## src/rtl/cil_pkg.sv

```systemverilog
package cil_pkg;

  typedef enum logic {
    CIL_INTERLEAVE   = 1'b0,
    CIL_DEINTERLEAVE = 1'b1
  } cil_mode_e;

  // width of one depth field in the explicit depth table
  localparam int CIL_LEN_W = 8;

  // depth of a branch under the two built-in profiles
  function automatic int cil_profile_len(input int idx, input int nb,
                                         input int step, input cil_mode_e mode);
    if (mode == CIL_INTERLEAVE) return idx * step;
    return (nb - 1 - idx) * step;
  endfunction

endpackage

```

## src/rtl/cil_arm.sv

```systemverilog
module cil_arm #(
  parameter int NB = 4,
  parameter int IW = 2
) (
  input  logic          clk,
  input  logic          rst_n,
  input  logic          step_i,
  input  logic          clr_i,
  output logic [IW-1:0] sel_o
);

  logic [IW-1:0] arm_q;
  logic [IW-1:0] arm_d;
  logic [IW-1:0] sel;

  // branch used this cycle: a return request takes effect at once
  always_comb begin
    sel = clr_i ? '0 : arm_q;
    if (step_i) begin
      if (sel == IW'(NB - 1)) arm_d = '0;
      else                    arm_d = sel + 1'b1;
    end else begin
      arm_d = sel;
    end
  end

  always_ff @(posedge clk or negedge rst_n) begin
    if (!rst_n) arm_q <= '0;
    else if (step_i || clr_i) arm_q <= arm_d;
  end

  assign sel_o = sel;

  AST_ARM_STEP: assert property (@(posedge clk) disable iff (!rst_n)
    (step_i && !clr_i) |=> (arm_q == (($past(arm_q) == IW'(NB - 1)) ? IW'(0) : IW'($past(arm_q) + 1'b1))));

  AST_ARM_HOLD: assert property (@(posedge clk) disable iff (!rst_n)
    (!step_i && !clr_i) |=> $stable(arm_q));

  AST_ARM_CLR: assert property (@(posedge clk) disable iff (!rst_n)
    (clr_i && !step_i) |=> (arm_q == '0));

  AST_ARM_CLR_STEP: assert property (@(posedge clk) disable iff (!rst_n)
    (clr_i && step_i) |=> (arm_q == IW'(1 % NB)));

endmodule

```

## src/rtl/cil_branch.sv

```systemverilog
module cil_branch #(
  parameter int DW  = 8,
  parameter int LEN = 1
) (
  input  logic          clk,
  input  logic          rst_n,
  input  logic          en_i,
  input  logic [DW-1:0] din_i,
  output logic [DW-1:0] dout_o
);

  // slot 0 is the newest symbol, slot LEN-1 the oldest
  logic [LEN-1:0][DW-1:0] sr_q;
  logic [LEN-1:0][DW-1:0] sr_d;

  always_comb begin
    sr_d[0] = din_i;
    for (int k = 1; k < LEN; k++) sr_d[k] = sr_q[k-1];
  end

  always_ff @(posedge clk or negedge rst_n) begin
    if (!rst_n) sr_q <= '0;
    else if (en_i) sr_q <= sr_d;
  end

  assign dout_o = sr_q[LEN-1];

  AST_BR_KEEP: assert property (@(posedge clk) disable iff (!rst_n)
    !en_i |=> $stable(sr_q));

  AST_BR_ENTRY: assert property (@(posedge clk) disable iff (!rst_n)
    en_i |=> (sr_q[0] == $past(din_i)));

endmodule

```

## src/rtl/cil_omux.sv

```systemverilog
module cil_omux #(
  parameter int NB = 4,
  parameter int DW = 8,
  parameter int IW = 2
) (
  input  logic [DW-1:0] tail_i [NB],
  input  logic [IW-1:0] sel_i,
  output logic [DW-1:0] dout_o
);

  always_comb begin
    dout_o = '0;
    for (int i = 0; i < NB; i++) begin
      if (sel_i == IW'(i)) dout_o = tail_i[i];
    end
  end

endmodule

```

## src/rtl/cil_top.sv

```systemverilog
module cil_top
  import cil_pkg::*;
#(
  parameter int                      NB      = 4,
  parameter int                      STEP    = 2,
  parameter int                      DW      = 8,
  parameter cil_mode_e               MODE    = CIL_INTERLEAVE,
  parameter bit                      USE_TAB = 1'b0,
  parameter logic [NB*CIL_LEN_W-1:0] LEN_TAB = '0
) (
  input  logic          clk,
  input  logic          rst_n,
  input  logic          arm_rst,
  input  logic          din_vld,
  input  logic [DW-1:0] din,
  output logic          dout_vld,
  output logic [DW-1:0] dout
);

  localparam int IW = (NB > 1) ? $clog2(NB) : 1;

  logic [IW-1:0] sel;
  logic [DW-1:0] br_tail [NB];

  cil_arm #(.NB(NB), .IW(IW)) u_arm (
    .clk    (clk),
    .rst_n  (rst_n),
    .step_i (din_vld),
    .clr_i  (arm_rst),
    .sel_o  (sel)
  );

  for (genvar g = 0; g < NB; g++) begin : g_br
    localparam int LEN = USE_TAB ? int'(LEN_TAB[g*CIL_LEN_W +: CIL_LEN_W])
                                 : cil_profile_len(g, NB, STEP, MODE);
    if (LEN == 0) begin : g_pass
      assign br_tail[g] = din;
    end else begin : g_sr
      logic br_en;
      assign br_en = din_vld && (sel == IW'(g));
      cil_branch #(.DW(DW), .LEN(LEN)) u_br (
        .clk    (clk),
        .rst_n  (rst_n),
        .en_i   (br_en),
        .din_i  (din),
        .dout_o (br_tail[g])
      );
    end
  end

  cil_omux #(.NB(NB), .DW(DW), .IW(IW)) u_omux (
    .tail_i (br_tail),
    .sel_i  (sel),
    .dout_o (dout)
  );

  assign dout_vld = din_vld;

  AST_SEL_RANGE: assert property (@(posedge clk) disable iff (!rst_n)
    din_vld |-> (int'(sel) < NB));

endmodule

```

## config.mk

```make
export PLATFORM = sky130hd
export DESIGN_NAME = cil_top
export DESIGN_NICKNAME = d
export VERILOG_FILES = /design/src/rtl/cil_pkg.sv /design/src/rtl/cil_arm.sv /design/src/rtl/cil_branch.sv /design/src/rtl/cil_omux.sv /design/src/rtl/cil_top.sv
export SDC_FILE = /design/constraint.sdc
export NUM_CORES = 1
export LEC_CHECK = 0
export BUFFER_PORTS_ARGS = -buffer_cell sky130_fd_sc_hd__buf_2
export CAP_MARGIN = 20
export CORE_MARGIN = 10
export CORE_UTILIZATION = 45
export DETAILED_ROUTE_END_ITERATION = 16
export GPL_ROUTABILITY_DRIVEN = 0
export PLACE_DENSITY = 0.7
export REMOVE_ABC_BUFFERS = 1
export SYNTH_ARGS = -nofsm -noshare
export SYNTH_HDL_FRONTEND = slang
export SYNTH_HIERARCHICAL = 1
export SYNTH_SLANG_ARGS = --single-unit
```

## constraint.sdc

```tcl
create_clock -name clk -period 2.3 [get_ports clk]
set_input_delay 0.345 -clock clk [delete_from_list [all_inputs] [get_ports clk]]
set_output_delay 0.345 -clock clk [all_outputs]
set_load 0.05 [all_outputs]
```

=== Yosys cells after proc, flatten, opt, wreduce, memory -nomap -nowiden ===
Index checks and enable logic that the tools add are counted.

* Flip-flop bits (word level): 98
* Input bits: 12

* Reduce and logical (&&, ||, !) cells: 5
* Equal/unequal tests: 3
* Multiplexer cells: 7
* Add/sub/neg operators: 1

{| class="wikitable"
|+ Operators with widths
! cell !! number
|-
| 8-bit 2-to-1 mux || 4
|-
| 2-bit 2-to-1 mux || 3
|-
| 2-bit == test, second input constant || 2
|-
| 1-bit logical AND || 3
|-
| 2-bit by 1-bit adder with 2-bit output, second input constant || 1
|-
| 2-bit by 1-bit == test with 1-bit output, second input constant || 1
|-
| 2-bit logical NOT || 1
|-
| 1-bit logical OR || 1
|}

=== Logic depth before layout (Yosys ltp) ===
Gate-level depths: netlist of the first run.

* Depth after elaboration: 6
* Depth in mapped cells: 5
* Depth with buffers taken out: 3

=== Cells and area by module ===
Netlist of the first run, hierarchy kept.

{| class="wikitable"
|+ By module, submodules not included
! module !! instances !! sequential area each (µm²) !! cells an instance !! area an instance (µm²)
|-
| cil_branch at g_br[3].g_sr.u_br || 1 || 1201.2 || 101 || 1860.5
|-
| cil_branch at g_br[2].g_sr.u_br || 1 || 800.8 || 68 || 1345.0
|-
| cil_branch at g_br[1].g_sr.u_br || 1 || 400.4 || 34 || 649.4
|-
| cil_omux || 1 || 0.0 || 10 || 196.4
|-
| cil_arm || 1 || 50.0 || 8 || 92.6
|-
| cil_top || 1 || 0.0 || 4 || 32.5
|}

=== Worst setup path after synthesis of the first run ===
No wires, ideal clock.

* Kind: register -> output
* Start point: register u_arm.arm_q[0]
* End point: output dout[0]
* Required time: 1.955 ns
* Path slack: 0.595 ns
* Buffers on the path: 1
* Cell stages (with the launch flop): 4
* Arrival time: 1.360 ns
* Path through: dfrtp_1 -> nor2b_2 -> buf_6 -> mux4_2

* Longest elaborated chain between the ends: 6

{| class="wikitable"
|+ Ends and longest elaborated chain
! item !! RTL line !! source
|-
| from (decl) || cil_arm.sv:12 || <nowiki>logic [IW-1:0] arm_q;</nowiki>
|-
| from (signal assigned) || cil_arm.sv:29 || <nowiki>else if (step_i || clr_i) arm_q <= arm_d;</nowiki>
|-
| 2-bit 2-to-1 mux * || cil_arm.sv:18 || <nowiki>sel = clr_i ? '0 : arm_q;</nowiki>
|-
| via sel[0] || cil_top.sv:22 || <nowiki>logic [IW-1:0] sel;</nowiki>
|-
| 2-bit logical NOT || cil_omux.sv:14 || <nowiki>if (sel_i == IW'(i)) dout_o = tail_i[i];</nowiki>
|-
| 8-bit 2-to-1 mux (3 in a row) || cil_omux.sv:14 ||
|-
| 8-bit 2-to-1 mux * || cil_omux.sv:14 ||
|-
| to (decl) || cil_top.sv:17 || <nowiki>output logic [DW-1:0] dout</nowiki>
|}

The timed path passes the listed nets; every way through them passes the cells marked *.

=== Worst setup path in the final report of the first run ===
Ends and elaborated chain as after synthesis.

==> flow_summary.toml, run 1 <==
[status]
outcome = "completed"

[synthesis]
ys_seq_elements = 98
synth-seq-area-share_pct = 58.7
synth_area_leaders = "dfrtp_1, mux2_4, mux2_2, mux4_2, buf_12"
yosys_warnings = 6
synth_top_area_cell = "dfrtp_1"
synth_cell_types = 16
netlist.area_leader.share_pct = 58.7
synthCells = 225
netlist_area_um2 = 4180
synth.avg_cell_area_um2 = 18.6

[worst_hold_path]
min_path_type = "in2reg"
whs_path_depth = 2

[worst_setup_path]
path_buf_inv = 2
startpoint = "u_arm/arm_q[0]$_DFFE_PN0P_"
crit_family = "multiplexers"
cp.arrival_ns = 1.81
end_kind = "output port"
startpoint_type = "flip-flop"
cp_num_cells = 4
cp_max_fo = 9
cp_slowest_cell = "mux4_2"
path_class = "reg2out"
ff2ff_path_depth = 5
r2r_end = "g_br[3].g_sr.u_br/sr_d[17]$_DFFE_PN0P_"
endpoint = "dout[0]"
crit_chain = "nor2b_2, buf_6, mux4_2, buf_2"
required_ns = 1.96
worst-r2r-setup-slack_ns = 0.50
timing.rr.start = "u_arm/arm_q[0]$_DFFE_PN0P_"
cpPeakStageDelay_ns = 0.52

[grt]
grt_pass1_wl_um = 10800
grt_max_degree = 46
grt_pass1_vias = 2077
grt.total_usage_pct = 10.3
grt_overflow_total = 0
antenna_found_initial = 0

[clock_network]
clock_latency_ns = 0.36
clkTransAtPathRegs_ns = 0.08
cts_max_path_buffers = 2
htree_levels = 3
cts_made_buffers = 9
cts_tree = "built"
cts_root_buf = "clkbuf_8"
post-cts-setup-buffers = 0
clock-sinks = 98

[place]
place_inst = 354
place_ws_ns = 0.357
hpwl_um = 4090
io_buffers = 20

[drt]
drcViolationCount = 0
routedWlPerCell_um = 16.4
drtPass1Iterations = 4
viasPerCell = 5.04
antenna_left = 0
first_iter_violations = 79
vias = 1871
wl_um = 6100

[floorplanning]
ioPinCount = 21
die_y_um = 116
die_area_um2 = 13500
initial_core_util_pct = 45.6
fp-row-count = 35
core_area_um2 = 9150
die_w_um = 116

[timing]
hold_ws_ns = 0.234
finalHoldViolations = 0
period_share_pct = 93.6
relSlewSlack_pct = 71.7
rsz0062_at_grt = "no"
finalSetupViolCount = 0
fin_skew_ns = 0.00648
worst_slack_ns = 0.146
worst_pin_slew_ns = 0.425
maxSlewViolCount = 0
period_minus_slack_ns = 2.15
fmax_mhz = 464

[power_and_ir_drop]
cellPowerDensity_nw_per_um2 = 951
seqPwrFrac_pct = 51.8
ir_worst_vdd_mv = 0.483
p_int_w = 0.00331
switching_share_pct = 24.5
p_sw_w = 0.00108
power_frac_comb_pct = 19.4
clkPwrFrac_pct = 28.8
p_leak_nw = 2.22

[final_layout]
num_antenna_cells = 0
area_growth_pct = 10.5
instances_no_fill = 371
drive_gt1_share_pct = 60.0
fillCellCount = 761
layout.nets = 267

[flow_run]
maxCapViolations = 0
## routing by layer
layer | wire (µm) | vias to the layer above | GRT usage (%) | part of all wire [%]
met5 | 0 | - | 0 | 0
met4 | 87 | 0 | 3.25 | 1.4
met3 | 252 | 10 | 4.11 | 4.1
met2 | 2700 | 26 | 14.2 | 44
met1 | 3060 | 978 | 14.3 | 50
li1 | - | 857 | - | -
## state kept, by name (all words and copies together), names as in the netlist
signal and count:
g_br.g_sr.u_br/dout_o 24, u_arm/arm_q 2, g_br.g_sr.u_br/sr_d 72
## what timing repair did
item / CTS / global route
hold endpoints to repair: 31 / 0
endpoints found under the setup margin: 0 / 6
hold buffers: 1 / 0
gates resized for setup: 0 / 1
## power groups by stage
stage,clock network (W),logic [W],registers [W]
CTS,0.00131,0.000868,0.00228
floorplan,0,0.000710,0.00224
global route,0.00138,0.000924,0.00233
global placement,0,0.000844,0.00230
finish,0.00126,0.000853,0.00227
detailed placement,0,0.000863,0.00230
## worst reg2reg max path: stages (launching register included)
cell	delay, ns
dfrtp_1	0.34
nor2b_2	0.17
buf_6	0.18
and3_2	0.37
buf_12	0.25
mux2_2	0.38
## per-stage QoR
stage | total power [W] | setup TNS, ns | util (%) | instance area (µm²)
after floorplan | 0.00295 | -11.73 | - | 4010
after global placement | 0.00314 | 0 | 47.7 | 4360
after detailed placement | 0.00317 | 0 | 47.7 | 4360
after CTS | 0.00446 | 0 | 50.4 | 4610
after global routing | 0.00463 | 0 | 50.4 | 4620
final | 0.00439 | 0 | 50.4 | 4620
## final cells by class
cell class                 count  area, µm²  share of cell area, %
clock buffer                  12        165                   3.58
clock inverter                 4       72.6                   1.57
multi-input combinational    113       1560                   33.7
sequential                    98       2450                   53.1
tap                          111        139                   3.01
timing repair buffer          33        231                   5.01
## synthesized netlist by cell type (all sizes together)
master   n
mux2    97
nor2b    2
mux4     8
and3     1
xor2     1
clkbuf   1
nor2     1
and3b    2
nand2    1
buf     13
dfrtp   98
## kinds of logic (layout without fill, tap and decap cells)
kind of cell	after synthesis	in the layout	share of synthesized area, %
flip-flops	98	98	58.7
multiplexers	105	105	35.9
buffers and inverters	14	49	4.07
AND/OR/NAND/NOR	7	7	1.14
XOR/XNOR	1	1	0.210
## how the worst min path moves through the flow
stage               startpoint                                       to  slack [ns]
floorplan                rst_n  g_br[1].g_sr.u_br/dout_o[0]$_DFFE_PN0P_        0.05
global placement         rst_n   g_br[2].g_sr.u_br/sr_d[10]$_DFFE_PN0P_        0.32
detailed placement       rst_n   g_br[2].g_sr.u_br/sr_d[26]$_DFFE_PN0P_        0.32
CTS                    din_vld               u_arm/arm_q[0]$_DFFE_PN0P_        0.21
global route           din_vld               u_arm/arm_q[0]$_DFFE_PN0P_        0.21
finish                 din_vld               u_arm/arm_q[0]$_DFFE_PN0P_        0.23
## cell usage in the layout, fill, tap and decap left out, types with 2 or more instances in the layout
cell and instances:
buf_12 2, buf_4 10, mux2_2 37, mux4_2 8, clkbuf_8 12, buf_2 19
dfrtp_1 98, mux2_4 60, bufinv_16 2
(Power assumes the default switching activity.)
==> inputs of run 2 (changes only) <==
--- a/config.mk
+++ b/config.mk
@@ -5,7 +5,7 @@
 export SDC_FILE = /design/constraint.sdc
 export NUM_CORES = 1
 export LEC_CHECK = 0
-export BUFFER_PORTS_ARGS = -buffer_cell sky130_fd_sc_hd__buf_2
+export BUFFER_PORTS_ARGS = -buffer_cell sky130_fd_sc_hd__buf_4
 export CAP_MARGIN = 20
 export CORE_MARGIN = 10
 export CORE_UTILIZATION = 45
==> flow_summary.toml, run 2 (synthesis gave the netlist of run 1 again) <==
[clock_network]
htree_levels = 3
cts_tree = "built"
cts_root_buf = "clkbuf_8"
cts_made_buffers = 9
clkTransAtPathRegs_ns = 0.09
clock-sinks = 98
cts_max_path_buffers = 2
clock_latency_ns = 0.36
post-cts-setup-buffers = 0

[worst_hold_path]
min_path_type = "in2reg"

[final_layout]
final_util_pct = 50.6
largest_register_ffs = 72
layout.nets = 267
area_growth_pct = 10.8
layout_common_cells = "dfrtp_1, mux2_4, mux2_2"
instances_no_fill = 371
drive_gt1_share_pct = 60.0
final_common_cell = "dfrtp_1"
num_antenna_cells = 0

[power_and_ir_drop]
seqPwrFrac_pct = 53.0
p_leak_nw = 2.22
finalPower_w = 0.00430
clkPwrFrac_pct = 26.5
power_frac_comb_pct = 20.5
cellPowerDensity_nw_per_um2 = 928
p_int_w = 0.00316
p_sw_w = 0.00114
ir_worst_vdd_mv = 0.485
switching_share_pct = 26.5

[drt]
routedWlPerCell_um = 16.6
vias = 1883
first_iter_violations = 54
drtPass1Iterations = 4
drcViolationCount = 0
wl_um = 6160
viasPerCell = 5.08
antenna_left = 0

[timing]
fin_skew_ns = 0.00980
finalSetupTns_ns = 0
rsz0062_at_grt = "no"
worst_pin_slew_ns = 0.966
maxSlewViolCount = 0
finalHoldViolations = 0
relSlewSlack_pct = 35.6
fmax_mhz = 464
finalSetupViolCount = 0
period_minus_slack_ns = 2.16
period_share_pct = 93.7
hold_ws_ns = 0.217

[worst_setup_path]
r2r_end = "g_br[1].g_sr.u_br/dout_o[5]$_DFFE_PN0P_"
timing.rr.start = "u_arm/arm_q[1]$_DFFE_PN0P_"
cp_max_fo = 6
ff2ff_path_depth = 3
worst-r2r-setup-slack_ns = 0.36
startpoint_type = "flip-flop"
required_ns = 1.96
startpoint = "u_arm/arm_q[0]$_DFFE_PN0P_"
endpoint = "dout[0]"
end_kind = "output port"
path_class = "reg2out"
cp.arrival_ns = 1.81

[grt]
grt.total_usage_pct = 10.2
grt_pass1_vias = 2067
antenna_found_initial = 0
grt_overflow_total = 0
grt_max_degree = 49
grt_pass1_wl_um = 10600

[status]
outcome = "completed"

[floorplanning]
initial_core_util_pct = 45.6
die_area_um2 = 13500
core_area_um2 = 9150
die_y_um = 116
die_w_um = 116
fp-row-count = 35
ioPinCount = 21

[place]
hpwl_um = 4060
place_inst = 354
io_buffers = 20

[flow_run]
maxCapViolations = 0
==> run 2: worst min-delay path by stage <==
| stage | start | endpoint | slack [ns] | cells past startpoint |
|---|---|---|---|---|
| 6_report | din_vld | u_arm/arm_q[0]$_DFFE_PN0P_ | 0.22 | 2 |
| 3_3_place_gp | rst_n | g_br[2].g_sr.u_br/sr_d[10]$_DFFE_PN0P_ | 0.38 | 1 |
| 3_5_place_dp | rst_n | g_br[2].g_sr.u_br/sr_d[18]$_DFFE_PN0P_ | 0.39 | 1 |
| 4_1_cts | din_vld | u_arm/arm_q[0]$_DFFE_PN0P_ | 0.20 | 2 |
| 5_1_grt | din_vld | u_arm/arm_q[0]$_DFFE_PN0P_ | 0.21 | 2 |
| 2_1_floorplan | rst_n | g_br[1].g_sr.u_br/dout_o[0]$_DFFE_PN0P_ | 0.05 | 0 |
==> run 2: power by group through the flow <==
stage	combinational [W]	sequential (W)	clock, W
2_1_floorplan	0.000710	0.00224	0
3_3_place_gp	0.000870	0.00229	0
3_5_place_dp	0.000891	0.00230	0
4_1_cts	0.000898	0.00228	0.00118
5_1_grt	0.000943	0.00232	0.00126
6_report	0.000881	0.00228	0.00114
==> run 2: layout make-up <==
cell class | instances | area, µm²
Sequential cell | 98 | 2450
Fill cell | 725 | 4520
Tap cell | 111 | 139
Multi-Input combinational cell | 113 | 1560
Clock inverter | 7 | 82.6
Clock buffer | 9 | 124
Timing Repair Buffer | 33 | 275
==> run 2: worst max-delay path, stage by stage, from the launching register on <==
cell and delay, ns:
dfrtp_1 0.35, nor2b_2 0.17, buf_4 0.20, mux4_2 0.52, buf_4 0.21
==> run 2: layer usage <==
layer  GRT usage (%)  part of all wire, %
met1            13.4                   50
met2            14.6                   44
met3            3.18                  3.4
met4            5.25                  2.2
met5               0                    0
==> run 2: what timing repair did <==
action	in CTS	in global routing
resized for setup	0	0
hold endpoints to repair	30	0
hold buffers	1	0
==> run 2: through the flow <==
| stage | worst slack (ns) | cell area [µm²] |
|---|---|---|
| final | 0.145 | 4630 |
| after global routing | 0.0437 | 4630 |
| after CTS | 0.106 | 4630 |
| after detailed placement | 0.336 | 4410 |
| after global placement | 0.381 | 4410 |
| after floorplan | -0.411 | 4010 |
==> inputs of run 3 (changes only) <==
--- a/config.mk
+++ b/config.mk
@@ -15,5 +15,4 @@
 export REMOVE_ABC_BUFFERS = 1
 export SYNTH_ARGS = -nofsm -noshare
 export SYNTH_HDL_FRONTEND = slang
-export SYNTH_HIERARCHICAL = 1
 export SYNTH_SLANG_ARGS = --single-unit
==> flow_summary.toml, run 3 <==
[clock_network]
cts_made_buffers = 9
htree_levels = 3
cts_root_buf = "clkbuf_8"
cts_tree = "built"
clock-sinks = 98
clock_latency_ns = 0.37
ctsHoldBuffers = 0
clkTransAtPathRegs_ns = 0.10
cts_max_path_buffers = 2

[timing]
finalSetupViolCount = 0
rsz0062_at_grt = "yes"
fin_skew_ns = 0.0113
period_share_pct = 97.2
worst_pin_slew_ns = 0.649
fmax_mhz = 447
finalSetupTns_ns = 0
relSlewSlack_pct = 56.7
worst_slack_ns = 0.0636
period_minus_slack_ns = 2.24
maxSlewViolCount = 0
finalHoldViolations = 1
hold_ws_ns = -0.00357

[final_layout]
largest_register_ffs = 72
multi_input_area_um2 = 1560
area_growth_pct = 16.5
drive_gt1_share_pct = 55.8
layout_common_cells = "dfrtp_1, mux2_2, buf_4"
layout.nets = 303
regArea_um2 = 2450
num_antenna_cells = 0
final_common_cell = "dfrtp_1"
fillCellCount = 706
final_util_pct = 53.6

[synthesis]
synth_cell_types = 20
synth_area_leaders = "dfrtp_1, mux2_2, mux2_4, nand3b_1, a31oi_1"
synthCells = 257
synth.avg_cell_area_um2 = 15.6
synth_edf_count = 0
netlist_area_um2 = 4010
synthFlopType = "dfrtp_1"
yosys_warnings = 0
netlist_top_cells_count = "dfrtp_1, mux2_2, mux2_4"
synthAdderAreaFrac_pct = 1.25
synthSimpleGateAreaFrac_pct = 3.52
synthArstFlopShare_pct = 100
synth-compound-area-share_pct = 2.59
synth_top_area_cell = "dfrtp_1"
synth_top_family_by_area = "multiplexers"
synth_mux_area_share_pct = 28.8
netlist.area_leader.share_pct = 61.1
synth_most_common_cell = "dfrtp_1"
synth_xor_xnor_area_share_pct = 0.218
synth-seq-area-share_pct = 61.1
ys_seq_elements = 98

[grt]
grt_pass1_wl_um = 11400
grt_max_degree = 51
grt_pass1_vias = 2241
antenna_found_initial = 0
grt.total_usage_pct = 10.9
grt_overflow_total = 0

[drt]
vias = 2115
routedWlPerCell_um = 16.7
wl_um = 6680
first_iter_violations = 72
wirelength_met1_um = 3180
met2_length_um = 3110
wl_met3_um = 302
antenna_left = 0
drcViolationCount = 0
viasPerCell = 5.29
drtPass1Iterations = 4
routed.top_layer = "met4"

[place]
place_ws_ns = -0.117
io_buffers = 20
hpwl_um = 4160

[worst_setup_path]
cp_max_fo = 5
r2r_end = "g_br[1].g_sr.u_br.sr_d[13]$_DFFE_PN0P_"
timing.rr.start = "u_arm.arm_q[0]$_DFFE_PN0P_"
worst-r2r-setup-slack_ns = 0.35
ff2ff_path_depth = 9
cp.arrival_ns = 1.89
end_kind = "output port"
required_ns = 1.96
path_class = "reg2out"
startpoint_type = "flip-flop"

[power_and_ir_drop]
cellPowerDensity_nw_per_um2 = 903
p_int_w = 0.00301
power_frac_comb_pct = 20.8
ir_worst_vdd_mv = 0.460
p_sw_w = 0.00122
p_leak_nw = 2.31
clkPwrFrac_pct = 24.5
switching_share_pct = 28.8
seqPwrFrac_pct = 54.7

[flow_run]
maxCapViolations = 0

[floorplanning]
core_area_um2 = 8720
die_y_um = 114
die_area_um2 = 13100
die_w_um = 114
fp-row-count = 34
ioPinCount = 21
initial_core_util_pct = 46.0

[status]
violations = "negative hold slack"
outcome = "complete, but fails checks"

[worst_hold_path]
min_path_type = "in2async"
-- run 3: changes by cell type after synthesis, sizes merged, moves of 3 or more --
cell    before  now
ha           0    4
o22ai        0    7
inv          0    3
mux4         8    0
a31oi        0    8
nand2b       0    3
nand3b       0    8
nand2        1   12
-- run 3: logic make-up after synthesis --
family	Yosys count
buffers and inverters	16
multiplexers	96
AND/OR/NAND/NOR	25
AO/OA/AOI/OAI	17
XOR/XNOR	1
adder cells (fa/ha/maj)	4
flip-flops	98
-- run 3: final cells by class --
class                      count  area share, %
tap                          108           2.89
timing repair buffer          32           6.88
clock inverter                 7           1.31
inverter                       3          0.401
sequential                    98           52.5
multi-input combinational    143           33.4
clock buffer                   9           2.65
-- run 3: how the worst max path moves through the flow --
stage                                    start  cells past startpoint  slack (ns)       to
floorplan                              arm_rst                      5       -0.04  dout[0]
global placement                       arm_rst                      7       -0.09  dout[7]
detailed placement                     arm_rst                      7       -0.12  dout[7]
CTS                 u_arm.arm_q[1]$_DFFE_PN0P_                      8        0.02  dout[1]
global route        u_arm.arm_q[0]$_DFFE_PN0P_                      8       -0.04  dout[4]
finish              u_arm.arm_q[0]$_DFFE_PN0P_                      7        0.06  dout[5]
-- run 3: power groups by stage --
stage          clock, W  sequential [W]  combinational (W)
2_1_floorplan         0         0.00228           0.000620
3_3_place_gp          0         0.00232           0.000814
3_5_place_dp          0         0.00234           0.000838
4_1_cts         0.00108         0.00231           0.000864
5_1_grt         0.00115         0.00236           0.000959
6_report        0.00104         0.00231           0.000877
-- run 3: timing repair --
action | CTS | global route
pin swaps | 2 | 5
buffers inserted | 0 | 3
gates cloned | 0 | 0
endpoints found under the setup margin | 8 | 8
gates resized for setup | 18 | 12
-- run 3: through the flow --
step / power (W) / instances / instance area, µm² / hold WS [ns]
global route: 0.00447 / 400 / 4670 / 0.0362
CTS: 0.00425 / 397 / 4590 / 0.00766
global placement: 0.00313 / 381 / 4340 / 0.415
floorplan: 0.00290 / 244 / 3920 / 0.0494
finish: 0.00422 / 400 / 4670 / -0.00357
detailed placement: 0.00318 / 381 / 4340 / 0.420
-- run 3: critical path, stage by stage, from the launching register on --
cell and delay (ns):
dfrtp_1 0.41, nand2b_4 0.13, inv_4 0.06, ha_4 0.19, or3b_4 0.38, o21ai_2 0.08
a31oi_1 0.07, buf_4 0.21
-- run 3: routing by layer --
layer  GRT usage, %  up-vias
met1           14.7     1102
met4           3.68        0
met3           4.04       11
li1               -      972
met2           15.9       30
met5              0        -
